<file path="src/rtl/bitslice_prbs_gen.sv">
module bitslice_prbs_gen #(
  parameter int                WORD_W = 16,
  parameter int                LFSR_W = 5,
  parameter int                FB_TAP = 2,
  parameter logic [WORD_W-1:0] SEED   = 16'h1A47,
  parameter logic [LFSR_W-2:0] TAIL   = 4'b0001
) (
  input  logic              clk,
  input  logic              rst,
  input  logic              step_en,
  output logic [WORD_W-1:0] word_o,
  output logic              word_vld_o
);
  localparam int STATE_W = WORD_W * LFSR_W;

  logic [STATE_W-1:0] state_all;

  for (genvar i = 0; i < WORD_W; i++) begin : g_lane
    logic [LFSR_W-1:0] st_q;
    logic              fb;

    assign fb = st_q[LFSR_W-1] ^ st_q[FB_TAP];

    always_ff @(posedge clk) begin
      if (rst)          st_q <= {SEED[i], TAIL};
      else if (step_en) st_q <= {st_q[LFSR_W-2:0], fb};
    end

    assign word_o[i]                      = st_q[LFSR_W-1];
    assign state_all[i*LFSR_W +: LFSR_W] = st_q;
  end

  assign word_vld_o = step_en & ~rst;
endmodule

</file>
<file path="config.mk">
export PLATFORM = sky130hd
export DESIGN_NAME = bitslice_prbs_gen
export DESIGN_NICKNAME = d
export VERILOG_FILES = /design/src/rtl/bitslice_prbs_gen.sv
export SDC_FILE = /design/constraint.sdc
export NUM_CORES = 1
export LEC_CHECK = 0
export ABC_AREA = 1
export CAP_MARGIN = 5
export CORE_ASPECT_RATIO = 1.5
export CORE_MARGIN = 1
export CORE_UTILIZATION = 50
export CTS_CLUSTER_SIZE = 16
export DETAILED_ROUTE_END_ITERATION = 7
export DONT_BUFFER_PORTS = 1
export MAX_ROUTING_LAYER = met4
export PLACE_DENSITY = 0.66
export SLEW_MARGIN = 15
export SYNTH_ARGS = -nofsm -noshare
export SYNTH_HDL_FRONTEND = slang
export SYNTH_SLANG_ARGS = --single-unit
</file>
<file path="constraint.sdc">
create_clock -name clk -period 1.4 [get_ports clk]
set_clock_uncertainty 0.15 [all_clocks]
set_input_delay 0.07 -clock clk [delete_from_list [all_inputs] [get_ports clk]]
set_output_delay 0.07 -clock clk [all_outputs]
set_load 0.02 [all_outputs]
</file>
# --- Yosys cells after proc, flatten, opt, wreduce, memory -nomap -nowiden ---
# Cells that the tools add are included.
totals:
  reg_bits: 80
  inputBits: 3
  out_inout_bits: 17
classes:
  bitwise_logic: 18
ops:
  columns: ["op", "n"]
  rows:
  - ["$xor 1x1->1", 16]
  - ["$and 1x1->1", 1]
  - ["$not 1->1", 1]

# --- Depth between registers and ports, before layout ---
# Gate-level depths: netlist (run 1).
depth:
  word_depth: 2
  mapped_depth: 6

# --- Least setup slack after synthesis (run 1) ---
# Ideal clock, no wire load.
synth_timing:
  path_kind: "input port to output port"
  startpoint: "input rst"
  endpoint: "output word_vld_o"
  arrival_time_ns: 0.712
  setup_slack_ns: 0.468
  stages: 3
  cell_sequence: "buf_2 clkbuf_1 nor2_1"
synth_via:
  elab_chain_len: 2
synth_rtl:
  columns: ["element", "line_no", "source"]
  rows:
  - ["start: declaration", "9", "input logic rst,"]
  - ["$not 1->1", "33", "assign word_vld_o = step_en & ~rst;"]
  - ["$and 1x1->1", "33", null]
  - ["end: declaration", "12", "output logic word_vld_o"]
# Every way passes these cells.

==> results_dict.tcl, run 1 <==
set metrics [dict create \
    cp_data_arrival_time_ns 1.42 \
    antenna_cells 0 \
    fin_ws_ns 0.0707 \
    synth_nets 425 \
    largest-register "g_lane.st_q" \
    path_depth 3 \
    mostFrequentLayoutCell "nor2_1" \
    worstPathRequired_ns 1.49 \
    synthTopCellsByArea "dfxtp_1, nor2_1, o21ai_0" \
    final-hold-violation-count 80 \
    vdd_drop_max_v 0.000639 \
    synth_top_area_frac 0.512 \
    grt_first_pass_wirelength_mm 9.66 \
    fin_cells 490 \
    worstSkewPairLatency_ns 0.34 \
    hpwl_mm 3.10 \
    grt_util_all_layers 0.195 \
    r2r_setup_slack_ns 0.07 \
    end_kind "flop" \
    hold_class "in2reg" \
    period_minus_slack_ns 1.33 \
    finalWirelength_mm 5.60 \
    cts-root-buf "clkbuf_8" \
    crit_path_start_kind "flop" \
    failed_checks "hold timing" \
    synthAdderAreaFrac 0 \
    cap_violations 0 \
    synth_mux_area_frac 0 \
    synth_top_family_by_area "simple AND/OR/NAND/NOR gates" \
    dp_cells 457 \
    path_class "reg2reg" \
    antenna_found_initial 0 \
    yosysWarnings 0 \
    drt-pass1-iter-count 4 \
    largest_reg_flops 80 \
    r2r_start "g_lane[14].st_q[0]$_SDFFE_PP1P_" \
    rsz0062_at_grt "false" \
    pre_cts_slack_ns 0.422 \
    ios 20 \
    post_cts_buffers 0 \
    reg_top3 "g_lane.st_q (80)" \
    slew_headroom 0.728 \
    grt_start_max_net_pins 89 \
    clkSinkCount 80 \
    grt_pass1_vias 2262 \
    core_mm2 0.00591 \
    cpPeakStageDelay_ns 0.57 \
    port_buffers 0 \
    cts_tree "built" \
    setup_viol 0 \
    synthCells 422 \
    ctsHoldBuffers 17 \
    vias 2459 \
    leakagePower_nw 1.49 \
    cts_buffers 9 \
    finalMaxSlewViolations 0 \
    drt-initial-drc-count 177 \
    tightestPinTransition_ns 0.408 \
    layout_common_cells "nor2_1, dfxtp_1, o21ai_0, nand2_1, inv_1" \
    clk_pin_slew_ns 0.08 \
    synthSimpleGateAreaFrac 0.221 \
    layout-drive-gt1-share 0.0478 \
    vias_per_cell 5.02 \
    ant_nets 0 \
    syn_avg_cell_area_um2 7.41 \
    areaGrowthSynthToFinish_pct 7.53 \
    fillCellCount 561 \
    gp_congestion 0.697 \
    synth_compound_area_frac 0.139 \
    power_mw 4.44 \
    synth_top_cell_by_area "dfxtp_1" \
    seq_area_frac_synth 0.512 \
    clockBufferDepth 2 \
    grt-ovfl-total 0 \
    critPathCapture "g_lane[14].st_q[0]$_SDFFE_PP1P_" \
    cpMaxStageDelayCell "dlygate4sd3_1" \
    die_area_mm2 0.00658 \
    ctsHtreeMaxLevel 3 \
    post_drt_wl_per_cell_um 11.4 \
    row_count 34 \
    crit_fanout 2 \
    dieHeight_um 98.8 \
    synth_cell_types 14 \
    ys_ff_latch 80 \
    start_util 0.529 \
    crit_family "buffers and inverters" \
    die_w_um 66.6 \
    crit_path_cell_trace "a21oi_1 -> dlygate4sd3_1 -> nand2_1" \
    fin_nets 416 \
    r2r-end "g_lane[14].st_q[0]$_SDFFE_PP1P_" \
    drcViolationCount 0 \
    power_density_mw_per_mm2 1320 \
    tns_ns 0 \
    hold-worst-slack_ns -0.312 \
    r2r_cells 3 \
    clock.fmax_mhz 752 \
    status "complete, but fails checks" \
    cp.buffers_inverters 1 \
    crit_path_start "g_lane[14].st_q[0]$_SDFFE_PP1P_" \
    period_share 0.950 \
    post_synth_xor_area_fraction 0 \
    synth_area_mm2 0.00313 \
]
cell families after synthesis:
group | count (synthesis)
simple gates | 179
compound gates | 87
flops | 80
buf+inv | 76
layer usage:
layer / share of wire / up-vias / GRT usage
li1: - / 1287 / -
met1: 0.47 / 1144 / 0.218
met2: 0.49 / 22 / 0.316
met3: 0.025 / 6 / 0.0463
met4: 0.017 / 0 / 0.0982
met5: 0 / - / -
Yosys cell counts:
| library cell | count |
|---|---|
| a21oi_1 | 23 |
| buf_2 | 10 |
| buf_4 | 20 |
| buf_6 | 3 |
| clkbuf_1 | 8 |
| clkbuf_2 | 1 |
| dfxtp_1 | 80 |
| inv_1 | 32 |
| inv_2 | 2 |
| nand2_1 | 48 |
| nand3_1 | 16 |
| nor2_1 | 115 |
| o21ai_0 | 53 |
| o21ai_1 | 11 |
through the flow:
stage / utilization / cell area (um^2)
3_3_place_gp: 0.511 / 3020
4_1_cts: 0.568 / 3360
3_5_place_dp: 0.511 / 3020
2_1_floorplan: - / 3130
6_report: 0.568 / 3360
5_1_grt: 0.568 / 3360
cell type report:
cell class              count  area [um^2]  area share
clock buffers              13          149      0.0443
well taps                  72         90.1      0.0268
clock inverters             3         17.5     0.00521
multi-input cells         266         1130       0.335
inverters                  34          128      0.0380
repair buffers             22          248      0.0737
flip-flops and latches     80         1600       0.477
how the worst min path moves through the flow:
stage | startpoint | to | slack (ns) | cells after the start
CTS | step_en | g_lane[0].st_q[4]$_SDFFE_PP1P_ | -0.33 | 1
floorplan | rst | g_lane[11].st_q[4]$_SDFFE_PP1P_ | 0.18 | 3
global route | step_en | g_lane[6].st_q[4]$_SDFFE_PP1P_ | -0.33 | 1
finish | step_en | g_lane[0].st_q[4]$_SDFFE_PP1P_ | -0.31 | 1
global placement | rst | g_lane[12].st_q[0]$_SDFFE_PP1P_ | 0.02 | 2
detailed placement | rst | g_lane[0].st_q[0]$_SDFFE_PP1P_ | 0.02 | 2
what timing repair did:
action	4_1_cts	5_1_grt
endpoints found under the hold margin	80	80
gates resized for setup	0	1
setup endpoints to repair	0	19
power by group:
part | total [mW] | switching, mW | internal, mW
registers | 2.59 | 0.149 | 2.44
clock network | 1.46 | 0.769 | 0.689
logic | 0.394 | 0.206 | 0.188
(Power assumes the default switching activity.)
==> inputs of run 2 (changes only) <==
==> constraint.sdc (replaced) <==
create_clock -name clk -period 1.4 [get_ports clk]
set_clock_uncertainty 0.15 [all_clocks]
set_input_delay 0.28 -clock clk [delete_from_list [all_inputs] [get_ports clk]]
set_output_delay 0.28 -clock clk [all_outputs]
set_load 0.02 [all_outputs]
==> run 2 against run 1 <==
Against the previous run: the flow still finishes with violations (hold timing); fmax fell by 2.1%; sequential cell count stayed put; first-iteration DRC count is 30% lower; critical path depth did not move; critical path type unchanged.
==> results_dict.tcl, run 2 (synthesis gave the netlist of run 1 again) <==
set metrics [dict create \
    status "complete, but fails checks" \
    failed_checks "hold timing" \
    hold-worst-slack_ns -0.104 \
    post_drt_wl_per_cell_um 12.1 \
    mostFrequentLayoutCell "nor2_1" \
    ctsHtreeMaxLevel 3 \
    hpwl_mm 2.95 \
    fin_nets 421 \
    clk_pin_slew_ns 0.08 \
    areaGrowthSynthToFinish_pct 12.1 \
    cpMaxStageDelayCell "dlygate4sd3_1" \
    grt_pass1_vias 2250 \
    leakagePower_nw 1.55 \
    gp_congestion 0.702 \
    drt-initial-drc-count 124 \
    finalWirelength_mm 5.97 \
    clock.fmax_mhz 737 \
    drt-pass1-iter-count 5 \
    cts_tree "built" \
    grt-ovfl-total 0 \
    drcViolationCount 0 \
    period_minus_slack_ns 1.36 \
    antenna_cells 0 \
    cts_buffers 9 \
    layout-drive-gt1-share 0.0567 \
    period_share 0.970 \
    ctsHoldBuffers 22 \
    grt_start_max_net_pins 89 \
    row_count 34 \
    ios 20 \
    grt_first_pass_wirelength_mm 9.52 \
    clockBufferDepth 2 \
    final-hold-violation-count 68 \
    cts-root-buf "clkbuf_8" \
    fin_util 0.592 \
    core_mm2 0.00591 \
    power_density_mw_per_mm2 1430 \
    path_class "reg2reg" \
    worstPathRequired_ns 1.50 \
    vdd_drop_max_v 0.000967 \
    crit_path_start_kind "flop" \
    dieHeight_um 98.8 \
    cap_violations 0 \
    crit_path_cell_trace "a21oi_1 -> dlygate4sd3_1 -> nand2_1" \
    cpPeakStageDelay_ns 0.59 \
    slew_headroom 0.782 \
    largest-register "g_lane.st_q" \
    ant_nets 0 \
    post_cts_buffers 0 \
    finalMaxSlewViolations 0 \
    tns_ns 0 \
    start_util 0.529 \
    antenna_found_initial 0 \
    clkSinkCount 80 \
    vias 2513 \
    layout_common_cells "nor2_1, dfxtp_1, o21ai_0, nand2_1, inv_1" \
    port_buffers 0 \
    setup_viol 0 \
    grt_util_all_layers 0.189 \
    worstSkewPairLatency_ns 0.35 \
    cp_data_arrival_time_ns 1.46 \
    largest_reg_flops 80 \
    die_area_mm2 0.00658 \
    hold_class "in2reg" \
    end_kind "flop" \
    crit_fanout 2 \
    tightestPinTransition_ns 0.327 \
    vias_per_cell 5.08 \
    reg_top3 "g_lane.st_q (80)" \
    die_w_um 66.6 \
]
[run 2: cell types whose count changed in the layout (fill, tap and decap cells not counted), moves of 2 or more]
cell | before | now
dlygate4sd3_1 | 16 | 21
bufinv_16 | 0 | 3
clkbuf_1 | 3 | 1
clkbuf_16 | 0 | 2
[run 2: per-layer routing]
layer  share of wire  track usage  vias up
met1            0.47        0.223     1170
met3           0.038       0.0451        7
met4           0.011       0.0687        0
li1                -            -     1296
met2            0.48        0.307       40
met5               0            -        -
[run 2: layout make-up]
cell class	count	area (um^2)
fill	551	2410
sequential	80	1600
multi-input combinational	266	1130
timing repair buffer	27	315
inverter	34	130
clock buffer	10	128
clock inverter	6	108
tap	72	90.1
[run 2: report_power, final]
part           internal, mW  total [mW]  switching, mW
sequential             2.44        2.59          0.150
clock                  1.18        1.98          0.806
combinational         0.206       0.421          0.215
total                  3.83        5.00           1.17
[run 2: timing repair]
item,in CTS,in global routing
resized for setup,0,2
endpoints found under the setup margin,0,46
endpoints found under the hold margin,79,64
[run 2: worst paths after layout]
check | startpoint | to | slack (ns) | cells past startpoint
setup / recovery | g_lane[3].st_q[0]$_SDFFE_PP1P_ | g_lane[3].st_q[0]$_SDFFE_PP1P_ | 0.04 | 3
hold / removal | rst | g_lane[0].st_q[4]$_SDFFE_PP1P_ | -0.10 | 2
setup reg to reg | g_lane[3].st_q[0]$_SDFFE_PP1P_ | g_lane[3].st_q[0]$_SDFFE_PP1P_ | 0.04 | 3
hold reg to reg | g_lane[0].st_q[3]$_SDFFE_PP0P_ | g_lane[0].st_q[4]$_SDFFE_PP1P_ | 0.32 | 2
[run 2: worst max-delay path, delay by kind of cell (launching register included)]
kind / cells / cell delay [ns]
compound gates: 1 / 0.15
buf+inv: 1 / 0.59
flops: 1 / 0.32
simple gates: 1 / 0.05
[run 2: through the flow]
stage	power, mW	cell area [um^2]	instances	setup slack [ns]
2_1_floorplan	2.99	3130	422	0.0485
3_3_place_gp	2.96	3000	456	0.271
3_5_place_dp	2.98	3000	456	0.231
4_1_cts	5.02	3460	494	0.0284
5_1_grt	5.23	3500	495	-0.00889
6_report	5.00	3500	495	0.0423
==> inputs of run 3 (changes only) <==
CORE_MARGIN = default   (was 1)
PLACE_DENSITY = default   (was 0.66)
==> run 3 against run 2 <==
Against the previous run: the run now ends clean; largest power group unchanged; cell count up 6.7%; via count is 4.4% higher; largest cell class unchanged; power fell by 3.9%; first-iteration DRC count increased by 5.6%.
==> results_dict.tcl, run 3 (synthesis gave the netlist of run 1 again) <==
set metrics [dict create \
    worstSkewPairLatency_ns 0.34 \
    power_density_mw_per_mm2 1280 \
    end_kind "flop" \
    antenna_found_initial 0 \
    fin_cells 528 \
    crit_path_cell_trace "o21ai_0 -> dlygate4sd3_1 -> nor2_1" \
    busiest_layer "met2" \
    pre_cts_slack_ns 0.196 \
    start_util 0.529 \
    clock.fmax_mhz 743 \
    period_share 0.962 \
    final_cell_area_mm2 0.00375 \
    worstPathRequired_ns 1.49 \
    hold-worst-slack_ns 0.109 \
    grt-ovfl-total 0 \
    drt-initial-drc-count 131 \
    clockBufferDepth 2 \
    clk_pin_slew_ns 0.08 \
    crit_path_start_kind "flop" \
    vias_per_cell 4.97 \
    grt_util_all_layers 0.214 \
    mostFrequentLayoutCell "nor2_1" \
    grt_pass1_vias 2547 \
    row_count 34 \
    largest-register "g_lane.st_q" \
    drt-pass1-iter-count 4 \
    port_buffers 0 \
    clkSinkCount 80 \
    hold_class "in2reg" \
    use_met3 0.0463 \
    fin_ws_ns 0.0536 \
    reg_top3 "g_lane.st_q (80)" \
    core_mm2 0.00591 \
    cts-root-buf "clkbuf_8" \
    met1_usage 0.246 \
    largest_reg_flops 80 \
    grt_start_max_net_pins 49 \
    fillCellCount 556 \
    setup_viol 0 \
    vias 2623 \
    ctsHtreeMaxLevel 3 \
    antenna_cells 0 \
    rsz0062_at_grt "false" \
    ios 20 \
    cpPeakStageDelay_ns 0.57 \
    leakagePower_nw 1.60 \
    cpMaxStageDelayCell "dlygate4sd3_1" \
    die_w_um 66.6 \
    ant_nets 0 \
    period_minus_slack_ns 1.35 \
    grt_first_pass_wirelength_mm 10.6 \
    gp_congestion 0.699 \
    crit_fanout 4 \
    final-hold-violation-count 0 \
    die_area_mm2 0.00658 \
    dp_cells 458 \
    areaGrowthSynthToFinish_pct 19.9 \
    fin_nets 454 \
    path_class "reg2reg" \
    cp_data_arrival_time_ns 1.44 \
    tns_ns 0 \
    post_drt_wl_per_cell_um 11.4 \
    drcViolationCount 0 \
    place_area_mm2 0.00299 \
    use_met2 0.351 \
    hpwl_mm 3.04 \
    finalMaxSlewViolations 0 \
    cts_tree "built" \
    status "completed" \
    cts_buffers 9 \
    cap_violations 0 \
    power_mw 4.80 \
    dieHeight_um 98.8 \
    finalWirelength_mm 6.04 \
    layout_common_cells "nor2_1, dfxtp_1, dlygate4sd3_1, nand2_1, o21ai_0" \
    fin_util 0.634 \
    slew_headroom 0.491 \
    layout-drive-gt1-share 0.0504 \
    tightestPinTransition_ns 0.763 \
    vdd_drop_max_v 0.000731 \
]
## run 3: final timing paths
path	start	to	slack, ns	depth (start not counted)
worst min-delay path	step_en	g_lane[10].st_q[3]$_SDFFE_PP0P_	0.11	3
worst max-delay path	g_lane[13].st_q[2]$_SDFFE_PP0P_	g_lane[13].st_q[2]$_SDFFE_PP0P_	0.05	3
worst min register to register	g_lane[2].st_q[3]$_SDFFE_PP0P_	g_lane[2].st_q[4]$_SDFFE_PP1P_	0.32	2
worst max register to register	g_lane[13].st_q[2]$_SDFFE_PP0P_	g_lane[13].st_q[2]$_SDFFE_PP0P_	0.05	3
## run 3: routing by layer
layer  wire, um  part of all wire  up-vias
met5          0                 0        -
met4        114             0.019        0
met3        156             0.026        9
met2       2900              0.48       25
met1       2870              0.48     1227
li1           -                 -     1362
## run 3: repair_timing
| item | 4_1_cts | 5_1_grt |
|---|---|---|
| hold buffers | 54 | 0 |
| buffers inserted | 0 | 0 |
| endpoints found under the hold margin | 80 | 0 |
| endpoints found under the setup margin | 0 | 16 |
| gates resized for setup | 0 | 9 |
## run 3: layout make-up
type                            instances  area (um^2)  area share
Sequential cell                        80         1600       0.427
Multi-Input combinational cell        266         1130       0.301
Timing Repair Buffer                   60          602       0.161
Clock buffer                           13          159      0.0424
Inverter                               34          128      0.0341
Tap cell                               72         90.1      0.0240
Clock inverter                          3         40.0      0.0107
## run 3: where the power goes
| group | internal, mW | total [mW] | switching (mW) |
|---|---|---|---|
| Sequential | 2.44 | 2.59 | 0.150 |
| Combinational | 0.272 | 0.515 | 0.243 |
| Clock | 0.918 | 1.69 | 0.776 |
| Total | 3.63 | 4.80 | 1.17 |
## run 3: worst max-delay path: cells and delay by family, from the launching register on
family                 cells  cell delay (ns)
and+or+nand+nor            1             0.04
DFF                        1             0.34
buffers and inverters      1             0.57
AOI/OAI and AO/OA          1             0.15
